$ cat src/rtl/hzd_pkg.sv
package hzd_pkg;
   timeunit 1ns;
   timeprecision 1ps;

   // operand source, numeric codes are part of the datapath mux contract
   typedef enum logic [1:0] {
      BYP_RF  = 2'd0,
      BYP_WB  = 2'd1,
      BYP_MEM = 2'd2,
      BYP_EX  = 2'd3
   } byp_sel_e;

   localparam int SEL_W = $bits(byp_sel_e);

   // which older stage holds a pending write of one source register
   typedef struct packed {
      logic ex_alu;
      logic ex_ld;
      logic mem;
      logic wb;
   } stage_hit_t;
endpackage

$ cat src/rtl/hzd_src_match.sv
module hzd_src_match
   import hzd_pkg::*;
#(
   parameter int IDX_W = 5
) (
   input  logic [IDX_W-1:0] src_idx,
   input  logic             src_used,
   input  logic [IDX_W-1:0] ex_dst,
   input  logic             ex_we,
   input  logic             ex_is_load,
   input  logic [IDX_W-1:0] mem_dst,
   input  logic             mem_we,
   input  logic [IDX_W-1:0] wb_dst,
   input  logic             wb_we,
   output stage_hit_t       hit
);
   timeunit 1ns;
   timeprecision 1ps;

   localparam logic [IDX_W-1:0] ZERO_IDX = '0;

   logic live;
   logic ex_match;

   // register zero reads as zero, an unread operand cares about nothing
   assign live     = src_used && (src_idx != ZERO_IDX);
   assign ex_match = live && ex_we && (ex_dst == src_idx);

   assign hit.ex_alu = ex_match && !ex_is_load;
   assign hit.ex_ld  = ex_match &&  ex_is_load;
   assign hit.mem    = live && mem_we && (mem_dst == src_idx);
   assign hit.wb     = live && wb_we  && (wb_dst  == src_idx);
endmodule

$ cat src/rtl/hzd_src_resolve.sv
module hzd_src_resolve
   import hzd_pkg::*;
#(
   parameter bit BYPASS_EN = 1'b1
) (
   input  stage_hit_t hit,
   output logic       need_stall,
   output byp_sel_e   sel
);
   timeunit 1ns;
   timeprecision 1ps;

   if (BYPASS_EN) begin : g_fwd
      // youngest writer first; a load in execute has no data yet
      always_comb begin
         need_stall = 1'b0;
         sel        = BYP_RF;
         if (hit.ex_ld)       need_stall = 1'b1;
         else if (hit.ex_alu) sel = BYP_EX;
         else if (hit.mem)    sel = BYP_MEM;
         else if (hit.wb)     sel = BYP_WB;
      end
   end else begin : g_wait
      // no bypass network: wait until the register file holds the value
      assign need_stall = |hit;
      assign sel        = BYP_RF;
   end
endmodule

$ cat src/rtl/hazard_ctl.sv
module hazard_ctl
   import hzd_pkg::*;
#(
   parameter int IDX_W     = 5,
   parameter int NUM_SRC   = 2,
   parameter bit BYPASS_EN = 1'b1
) (
   input  logic [NUM_SRC*IDX_W-1:0] id_src_idx,
   input  logic [NUM_SRC-1:0]       id_src_used,
   input  logic [IDX_W-1:0]         ex_dst,
   input  logic                     ex_we,
   input  logic                     ex_is_load,
   input  logic [IDX_W-1:0]         mem_dst,
   input  logic                     mem_we,
   input  logic [IDX_W-1:0]         wb_dst,
   input  logic                     wb_we,
   input  logic                     br_taken,
   output logic                     pc_hold,
   output logic                     ifid_hold,
   output logic                     idex_bubble,
   output logic                     ifid_squash,
   output logic                     fetch_squash,
   output logic [NUM_SRC*2-1:0]     byp_sel
);
   timeunit 1ns;
   timeprecision 1ps;

   localparam int SELS_W = NUM_SRC * SEL_W;

   if (IDX_W < 1) begin : g_bad_idx
      $error("hazard_ctl: IDX_W must be at least 1");
   end
   if (NUM_SRC < 1) begin : g_bad_src
      $error("hazard_ctl: NUM_SRC must be at least 1");
   end
   if (SEL_W != 2) begin : g_bad_sel
      $error("hazard_ctl: select encoding must be 2 bits");
   end

   logic [NUM_SRC-1:0] op_stall;
   logic [SELS_W-1:0]  sel_flat;
   logic               raw_stall;

   for (genvar k = 0; k < NUM_SRC; k++) begin : g_src
      stage_hit_t hit;
      byp_sel_e   sel;

      hzd_src_match #(.IDX_W(IDX_W)) i_match (
         .src_idx    (id_src_idx[k*IDX_W +: IDX_W]),
         .src_used   (id_src_used[k]),
         .ex_dst     (ex_dst),
         .ex_we      (ex_we),
         .ex_is_load (ex_is_load),
         .mem_dst    (mem_dst),
         .mem_we     (mem_we),
         .wb_dst     (wb_dst),
         .wb_we      (wb_we),
         .hit        (hit)
      );

      hzd_src_resolve #(.BYPASS_EN(BYPASS_EN)) i_resolve (
         .hit        (hit),
         .need_stall (op_stall[k]),
         .sel        (sel)
      );

      assign sel_flat[k*SEL_W +: SEL_W] = sel;
   end

   assign raw_stall = |op_stall;

   // a taken branch kills the decode instruction anyway, so it wins over a stall
   always_comb begin
      if (br_taken) begin
         pc_hold      = 1'b0;
         ifid_hold    = 1'b0;
         idex_bubble  = 1'b1;
         ifid_squash  = 1'b1;
         fetch_squash = 1'b1;
         byp_sel      = '0;
      end else begin
         pc_hold      = raw_stall;
         ifid_hold    = raw_stall;
         idex_bubble  = raw_stall;
         ifid_squash  = 1'b0;
         fetch_squash = 1'b0;
         byp_sel      = raw_stall ? '0 : sel_flat;
      end
   end
endmodule

$ cat config.mk
export PLATFORM = sky130hd
export DESIGN_NAME = hazard_ctl
export DESIGN_NICKNAME = d
export VERILOG_FILES = /design/src/rtl/hzd_pkg.sv /design/src/rtl/hzd_src_match.sv /design/src/rtl/hzd_src_resolve.sv /design/src/rtl/hazard_ctl.sv
export SDC_FILE = /design/constraint.sdc
export NUM_CORES = 1
export LEC_CHECK = 0
export ABC_CLOCK_PERIOD_IN_PS = 3300
export BUFFER_PORTS_ARGS = -buffer_cell sky130_fd_sc_hd__buf_2
export CORE_MARGIN = 8
export CORE_UTILIZATION = 30
export DETAILED_ROUTE_END_ITERATION = 8
export GPL_TIMING_DRIVEN = 1
export PLACE_DENSITY = 0.67
export SYNTH_ARGS = -nofsm -noshare
export SYNTH_HDL_FRONTEND = slang
export SYNTH_HIERARCHICAL = 1
export SYNTH_SLANG_ARGS = --single-unit
$ cat constraint.sdc
create_clock -name vclk -period 3.3
set_clock_uncertainty 0.2 [all_clocks]
set_input_delay 0.66 -clock vclk [all_inputs]
set_output_delay 0.66 -clock vclk [all_outputs]
set_load 0.1 [all_outputs]
==> results of run 1 <==
area by class of cell:
cell class         count  area [um^2]
repair buffers        49          395
well taps             25         31.3
inverters              4         15.0
fillers              172          699
multi-input cells     72          623
routing by layer:
layer | wire length (um) | part of all wire | track usage
met1 | 831 | 0.42 | 0.144
met2 | 1060 | 0.53 | 0.206
met3 | 91 | 0.046 | 0.0108
met4 | 0 | 0 | 0.00680
met5 | 0 | 0 | 0
path summary, 6_finish.rpt:
path                      start     endpoint  slack (ns)  depth (start not counted)
setup / recovery  id_src_idx[9]  idex_bubble        0.09                          7
hold / removal         br_taken   byp_sel[1]        1.60                          3
through the flow:
step / std cells / hold WS (ns) / TNS (ns) / utilization / total power, mW
after floorplan: 81 / 1.23 / -1.19 / - / 0.0694
after global routing: 150 / 1.63 / 0 / 0.604 / 0.134
after global placement: 149 / 1.60 / 0 / 0.593 / 0.120
after CTS: 149 / 1.61 / 0 / 0.593 / 0.123
after detailed placement: 149 / 1.61 / 0 / 0.593 / 0.122
final: 150 / 1.60 / 0 / 0.604 / 0.125
cells in the final DEF, fill, tap and decap left out:
cell type,count
sky130_fd_sc_hd__buf_2,34
sky130_fd_sc_hd__xnor2_1,28
sky130_fd_sc_hd__buf_12,9
sky130_fd_sc_hd__buf_4,6
sky130_fd_sc_hd__nor4b_4,4
sky130_fd_sc_hd__nand4_1,4
sky130_fd_sc_hd__nand2_1,4
sky130_fd_sc_hd__inv_1,4
sky130_fd_sc_hd__nand2b_1,4
sky130_fd_sc_hd__nand3_1,4
sky130_fd_sc_hd__nor2_1,4
sky130_fd_sc_hd__nor3_1,3
sky130_fd_sc_hd__or4_4,2
sky130_fd_sc_hd__o21ai_4,2
sky130_fd_sc_hd__o21ai_0,2
sky130_fd_sc_hd__nand3b_1,2
sky130_fd_sc_hd__nor4_1,2
sky130_fd_sc_hd__nor4_2,2
sky130_fd_sc_hd__a21oi_2,2
sky130_fd_sc_hd__or3_1,1
sky130_fd_sc_hd__o21ba_4,1
sky130_fd_sc_hd__nor3_2,1
cells in the mapped netlist:
master / count / area (um^2)
sky130_fd_sc_hd__xnor2_1: 28 / 245
sky130_fd_sc_hd__buf_4: 5 / 37.5
sky130_fd_sc_hd__inv_1: 4 / 15.0
sky130_fd_sc_hd__nand2_1: 4 / 15.0
sky130_fd_sc_hd__nand2b_1: 4 / 25.0
sky130_fd_sc_hd__nand3_1: 4 / 20.0
sky130_fd_sc_hd__nand4_1: 4 / 25.0
sky130_fd_sc_hd__nor2_1: 4 / 15.0
sky130_fd_sc_hd__nor3_1: 4 / 20.0
sky130_fd_sc_hd__nor4_1: 4 / 25.0
sky130_fd_sc_hd__nor4b_1: 4 / 35.0
sky130_fd_sc_hd__a21oi_2: 2 / 17.5
sky130_fd_sc_hd__nand3b_1: 2 / 15.0
sky130_fd_sc_hd__o21ai_0: 2 / 10.0
sky130_fd_sc_hd__o21ai_2: 2 / 17.5
sky130_fd_sc_hd__or4_1: 2 / 15.0
sky130_fd_sc_hd__o21ba_1: 1 / 10.0
sky130_fd_sc_hd__or3_1: 1 / 6.26
what timing repair did:
item / CTS / global route
hold endpoints to repair: 0 / 0
gates resized for setup: 0 / 2
setup buffers: 0 / 1
endpoints found under the setup margin: 0 / 3
power groups by stage:
stage,sequential (mW),combinational [mW],clock (mW)
after detailed placement,0,0.122,0
after CTS,0,0.123,0
after floorplan,0,0.0694,0
after global placement,0,0.120,0
final,0,0.125,0
after global routing,0,0.134,0
worst min-delay path, stage by stage:
cell and delay (ns):
sky130_fd_sc_hd__buf_2 0.23, sky130_fd_sc_hd__nor4b_4 0.09, sky130_fd_sc_hd__buf_12 0.16
kinds of logic after synthesis:
family | Yosys count
and+or+nand+nor | 37
AOI/OAI and AO/OA | 7
xor gates and xnor gates | 28
buffers and inverters | 9
==> results.toml, run 1 <==
[sta]
timing.final.max_slew_violations = 0
timing.max_slew.rel_slack = 0.675
timing.final.ws_setup_ns = 0.0931
clock.fmax_ghz = 0.312
setup_viol = 0
post_route_clock_period_utilization = 0.972
report.final.hold_viol_count = 0
setup_repair_after_global_routing_missed_its_margin = "no"
finalWorstPathRequiredPeriod_ns = 3.21
tightest_slew_ns = 0.491

[critical_path]
worst_setup_path_end_kind = "output port"
cp_slowest_cell = "sky130_fd_sc_hd__or4_4"
critPathMaxFanout = 8
timing.critical_path.buf_inv = 3
worstSetupStartpointType = "primary input"
critical_path_class = "primary input to output port"
data_arrival_critical_path_ns = 2.35
crit_top_cell = "sky130_fd_sc_hd__buf_12"
worstPathCellList = "buf_2 -> or4_4 -> o21ai_4 -> nor4_2 -> buf_12 -> or3_1 -> buf_12"
worst_path_dominant_cell_family = "simple AND/OR/NAND/NOR gates"
required_time_of_the_critical_path_ns = 2.44
cp_slowest_stage_delay_ns = 0.53

[global_route]
maximum_number_of_pins_on_one_net_before_global_route_repair = 9
grt_overflow_total = 0
grt_pass1_wl_mm = 3.35
antenna_found_initial = 0
grt_pass1_vias = 764
gr-usage-all-layers = 0.114

[layout]
postLayoutCellArea_mm2 = 0.00106
n_antenna_cell = 0
layout-area-overhead-vs-synth_pct = 87.0
regArea_um2 = 0
final_nets = 159
layout.sequential_cells = 0
num-clock-buffers = 0
layout-drive-gt1-share = 0.504

[logic_synthesis]
ys.warnings.count = 6
adder_and_majority_gate_portion_of_the_synthesized_area = 0
synthesis.area_per_instance_um2 = 7.03
synthesis.instances = 81
postSynthNetCount = 113
sequential_fraction_of_the_synthesis_area = 0
yosys.area_share.xor_xnor = 0.431
synth.area.mux_share = 0
syn-cell-area_um2 = 569
synth_compound_area_frac = 0.0967
synth_top_family_by_area = "XOR/XNOR gates"
basic_gate_share_of_the_synthesized_area_counting_and_or_nand_and_nor_cells = 0.380
ys_types = 18

[power]
p_sw_uw = 68.8
power.density_cell_area_mw_per_mm2 = 117
internal-power_uw = 56.0
clockPowerShare = 0
vdd.ir_drop.worst_mv = 0.0829
netSwitchingFraction = 0.551
seq_power_share = 0
leakagePower_nw = 0.380
combinationalPowerShare = 1.000

[place]
finalWeightedCongestion = 0.826
dpl-instance-area_mm2 = 0.00105
io_buffer_count = 41
hpwl_reported_at_the_end_of_detailed_placement_mm = 1.85
pre_cts_slack_ns = 0.0576

[die]
die_area_mm2 = 0.00355
die_y_um = 59.6
core_mm2 = 0.00176
initial_core_utilization = 0.323
die_width_um = 59.6
boundaryPins = 41
floorplan.rows = 15

[drt]
totalWireLength_mm = 1.98
firstDrtPassIters = 4
route.detailed.wl_per_inst_um = 13.2
routed_via_density = 4.88
drt.antenna.violating_nets = 0
drt_first_iter_violations = 11
detail_route.drc_violations = 0
route.vias.total = 732

[clock_network]
cts_hold_repair.buffers = 0

[worst_hold_path]
hp-class = "primary input to output port"

[status]
outcome = "complete, no violations"

[flow_run]
max_cap_viol_count = 0
Power figures use the tool's default switching activity.
==> inputs of run 2 (changes only) <==
--- a/config.mk
+++ b/config.mk
@@ -7,11 +7,11 @@
 export LEC_CHECK = 0
 export ABC_CLOCK_PERIOD_IN_PS = 3300
 export BUFFER_PORTS_ARGS = -buffer_cell sky130_fd_sc_hd__buf_2
-export CORE_MARGIN = 8
-export CORE_UTILIZATION = 30
+export CORE_AREA = 8 8 45 47
 export DETAILED_ROUTE_END_ITERATION = 8
+export DIE_AREA = 0 0 53 55
 export GPL_TIMING_DRIVEN = 1
-export PLACE_DENSITY = 0.67
+export PLACE_DENSITY = 0.89
 export SYNTH_ARGS = -nofsm -noshare
 export SYNTH_HDL_FRONTEND = slang
 export SYNTH_HIERARCHICAL = 1
==> results.toml, run 2 (synthesis gave the netlist of run 1 again) <==
[sta]
post_route_clock_period_utilization = 0.983
report.final.hold_viol_count = 0
final.setup.tns_ns = 0
finalWorstPathRequiredPeriod_ns = 3.24
setup_repair_after_global_routing_missed_its_margin = "yes"
timing.hold.ws_ns = 1.60
timing.max_slew.rel_slack = 0.680
timing.final.max_slew_violations = 0
tightest_slew_ns = 0.475
setup_viol = 0
clock.fmax_ghz = 0.308

[power]
power.density_cell_area_mw_per_mm2 = 121
leakagePower_nw = 0.380
p_total_uw = 128
vdd.ir_drop.worst_mv = 0.0858

[critical_path]
cp_slowest_cell = "sky130_fd_sc_hd__or4_4"
data_arrival_critical_path_ns = 2.38
required_time_of_the_critical_path_ns = 2.44
timing.critical_path.buf_inv = 2
worst_path_dominant_cell_family = "simple AND/OR/NAND/NOR gates"
worstSetupStartpointType = "primary input"
cp_slowest_stage_delay_ns = 0.53
critical_path_class = "primary input to output port"
worst_setup_path_end_kind = "output port"
worstPathCellList = "buf_2 -> or4_4 -> o21ai_4 -> nor3_2 -> nand2b_1 -> a21oi_2 -> nor4b_4 -> buf_12"
critPathMaxFanout = 4

[worst_hold_path]
hp-class = "primary input to output port"

[global_route]
grt_pass1_vias = 794
grt_overflow_total = 0
grt_pass1_wl_mm = 3.34
maximum_number_of_pins_on_one_net_before_global_route_repair = 9
gr-usage-all-layers = 0.144
antenna_found_initial = 0

[die]
floorplan.rows = 14
boundaryPins = 41
core_mm2 = 0.00138
die_area_mm2 = 0.00292
initial_core_utilization = 0.411
die_y_um = 55
die_width_um = 53

[drt]
drt.antenna.violating_nets = 0
totalWireLength_mm = 2.19
drt_first_iter_violations = 21
detail_route.drc_violations = 0
route.vias.total = 741
routed_via_density = 5.26
firstDrtPassIters = 4
route.detailed.wl_per_inst_um = 15.5

[place]
io_buffer_count = 41
dpl-instance-area_mm2 = 0.00103
hpwl_reported_at_the_end_of_detailed_placement_mm = 1.91
finalWeightedCongestion = 0.937

[flow_run]
max_cap_viol_count = 0

[layout]
layout_commonest_cell = "sky130_fd_sc_hd__buf_2"
final_nets = 159
final_cell_mix = "34 x sky130_fd_sc_hd__buf_2, 28 x sky130_fd_sc_hd__xnor2_1, 9 x sky130_fd_sc_hd__buf_12"
postLayoutCellArea_mm2 = 0.00106
final.fill_count = 96
layout-area-overhead-vs-synth_pct = 87.0
regArea_um2 = 0
layout.sequential_cells = 0
layout-drive-gt1-share = 0.520
multiInputGateArea_um2 = 634
n_antenna_cell = 0
num-clock-buffers = 0

[status]
outcome = "complete, no violations"

[clock_network]
cts_hold_repair.buffers = 0
-- run 2: cell counts in the layout (fill, tap and decap cells not counted) --
No cell type changed its count.
-- run 2: power breakdown --
group          internal, mW  total (mW)  switching [mW]
combinational        0.0568       0.128          0.0717
clock                     0           0               0
sequential                0           0               0
total                0.0568       0.128          0.0717
-- run 2: tightest hold or removal path, delay by kind of cell --
| family | cells | cell delay (ns) |
|---|---|---|
| buffers and inverters | 2 | 0.39 |
| AND/OR/NAND/NOR | 1 | 0.09 |
-- run 2: layout make-up --
type | count | area share
inverter | 4 | 0.0141
tap | 16 | 0.0188
multi-input combinational | 72 | 0.596
timing repair buffer | 49 | 0.371
-- run 2: repair_timing --
action | CTS | global route
endpoints found under the setup margin | 0 | 3
endpoints found under the hold margin | 0 | 0
buffers inserted | 0 | 1
gates resized for setup | 0 | 4
-- run 2: through the flow --
step            util  std cells  setup slack [ns]
2_1_floorplan      -         81            -0.315
3_3_place_gp   0.748        140            0.0911
3_5_place_dp   0.748        140            0.0800
4_1_cts        0.748        140            0.0693
5_1_grt        0.769        141           -0.0454
6_report       0.769        141            0.0553
-- run 2: metal layers --
layer  GRT usage  wire [um]  vias up
li1            -          -      372
met1       0.169        873      358
met2       0.295       1270       11
met3     0.00535         41        0
met4           0          0        0
met5           0          0        -
-- run 2: worst paths after layout --
path | startpoint | end | slack (ns) | depth (start not counted)
setup / recovery | id_src_idx[9] | byp_sel[2] | 0.06 | 8
hold / removal | br_taken | byp_sel[3] | 1.60 | 3
==> inputs of run 3 (changes only) <==
--- a/config.mk
+++ b/config.mk
@@ -7,11 +7,12 @@
 export LEC_CHECK = 0
 export ABC_CLOCK_PERIOD_IN_PS = 3300
 export BUFFER_PORTS_ARGS = -buffer_cell sky130_fd_sc_hd__buf_2
-export CORE_AREA = 8 8 45 47
+export CORE_AREA = 2 2 39 41
 export DETAILED_ROUTE_END_ITERATION = 8
-export DIE_AREA = 0 0 53 55
+export DIE_AREA = 0 0 41 43
 export GPL_TIMING_DRIVEN = 1
 export PLACE_DENSITY = 0.89
+export SETUP_SLACK_MARGIN = 0.15
 export SYNTH_ARGS = -nofsm -noshare
 export SYNTH_HDL_FRONTEND = slang
 export SYNTH_HIERARCHICAL = 1
==> results.toml, run 3 (synthesis gave the netlist of run 1 again) <==
[status]
outcome = "complete, no violations"

[sta]
report.final.hold_viol_count = 0
timing.hold.ws_ns = 1.62
timing.final.max_slew_violations = 0
finalWorstPathRequiredPeriod_ns = 3.24
clock.fmax_ghz = 0.309
final.setup.tns_ns = 0
setup_repair_after_global_routing_missed_its_margin = "yes"
tightest_slew_ns = 0.533
timing.final.ws_setup_ns = 0.0637
timing.max_slew.rel_slack = 0.641
setup_viol = 0
post_route_clock_period_utilization = 0.981

[place]
pre_cts_slack_ns = 0.0413
dpl-instance-area_mm2 = 0.00101
finalWeightedCongestion = 0.894
io_buffer_count = 41
hpwl_reported_at_the_end_of_detailed_placement_mm = 1.63

[critical_path]
worstPathCellList = "buf_2 -> or4_4 -> o21ai_4 -> nor4_2 -> buf_4 -> or3_4 -> buf_12"
worst_setup_path_startpoint = "id_src_idx[1]"
critical_path_class = "primary input to output port"
required_time_of_the_critical_path_ns = 2.44
critPathMaxFanout = 6
cp_slowest_cell = "sky130_fd_sc_hd__or4_4"
worstSetupStartpointType = "primary input"
timing.critical_path.buf_inv = 3
worst_setup_path_end_kind = "output port"
data_arrival_critical_path_ns = 2.38
cp_slowest_stage_delay_ns = 0.56
worst_path_dominant_cell_family = "simple AND/OR/NAND/NOR gates"

[drt]
drt.antenna.violating_nets = 0
firstDrtPassIters = 4
routed_via_density = 5.39
route.vias.total = 776
route.detailed.wl_per_inst_um = 15.7
drt_first_iter_violations = 8
totalWireLength_mm = 2.26
detail_route.drc_violations = 0

[layout]
regArea_um2 = 0
final_cell_mix = "31 x sky130_fd_sc_hd__buf_2, 28 x sky130_fd_sc_hd__xnor2_1, 11 x sky130_fd_sc_hd__buf_4"
num-clock-buffers = 0
layout-drive-gt1-share = 0.555
n_antenna_cell = 0
postLayoutCellArea_mm2 = 0.00113
final_nets = 162
layout_commonest_cell = "sky130_fd_sc_hd__buf_2"
layout-area-overhead-vs-synth_pct = 98.9
layout.sequential_cells = 0

[global_route]
antenna_found_initial = 0
gr-usage-all-layers = 0.278
grt_overflow_total = 0
grt_pass1_wl_mm = 3.53
grt_pass1_vias = 821
maximum_number_of_pins_on_one_net_before_global_route_repair = 9

[die]
die_width_um = 41
die_y_um = 43
initial_core_utilization = 0.411
boundaryPins = 41
floorplan.rows = 14
core_mm2 = 0.00138
die_area_mm2 = 0.00176

[worst_hold_path]
beginning_of_the_worst_hold_path = "br_taken"
hp-class = "primary input to output port"
hold_depth = 3
hold_path_end = "byp_sel[2]"

[power]
vdd.ir_drop.worst_mv = 0.0873
leakagePower_nw = 0.414
power.density_cell_area_mw_per_mm2 = 125
p_total_uw = 141

[flow_run]
max_cap_viol_count = 0
-- run 3: timing repair --
action,CTS,global route
pin swaps,2,6
resized for setup,4,14
buffers inserted,4,2
setup endpoints to repair,5,7
hold buffers,0,0
-- run 3: tightest hold or removal path: stages --
cell	delay (ns)
sky130_fd_sc_hd__buf_2	0.25
sky130_fd_sc_hd__nor4b_4	0.09
sky130_fd_sc_hd__buf_12	0.16
-- run 3: worst max-delay path by stage --
stage | slack, ns | depth (start not counted) | endpoint
2_1_floorplan | -0.32 | 6 | byp_sel[0]
3_5_place_dp | 0.04 | 8 | byp_sel[0]
6_report | 0.06 | 7 | idex_bubble
4_1_cts | 0.08 | 8 | byp_sel[3]
5_1_grt | 0.001 | 8 | byp_sel[0]
3_3_place_gp | 0.07 | 8 | byp_sel[2]
-- run 3: per-stage QoR --
step,std cells,util
floorplan,81,-
global placement,138,0.731
detailed placement,138,0.731
CTS,142,0.769
global route,144,0.818
finish,144,0.818
-- run 3: final cells by class --
cell class	instances	area [um^2]
Tap cell	16	20.0
Fill cell	86	251
Multi-Input combinational cell	72	673
Timing Repair Buffer	52	424
Inverter	4	15.0
-- run 3: per-layer routing --
layer,vias to the layer above,global-route usage,routed length (um)
li1,379,-,-
met1,371,0.342,878
met2,24,0.509,1260
met3,2,0.0105,96
met4,0,0.0333,25
met5,-,0,0
-- run 3: power by group --
group | switching, mW | internal, mW
logic | 0.0784 | 0.0626
registers | 0 | 0
clock network | 0 | 0
total | 0.0784 | 0.0626
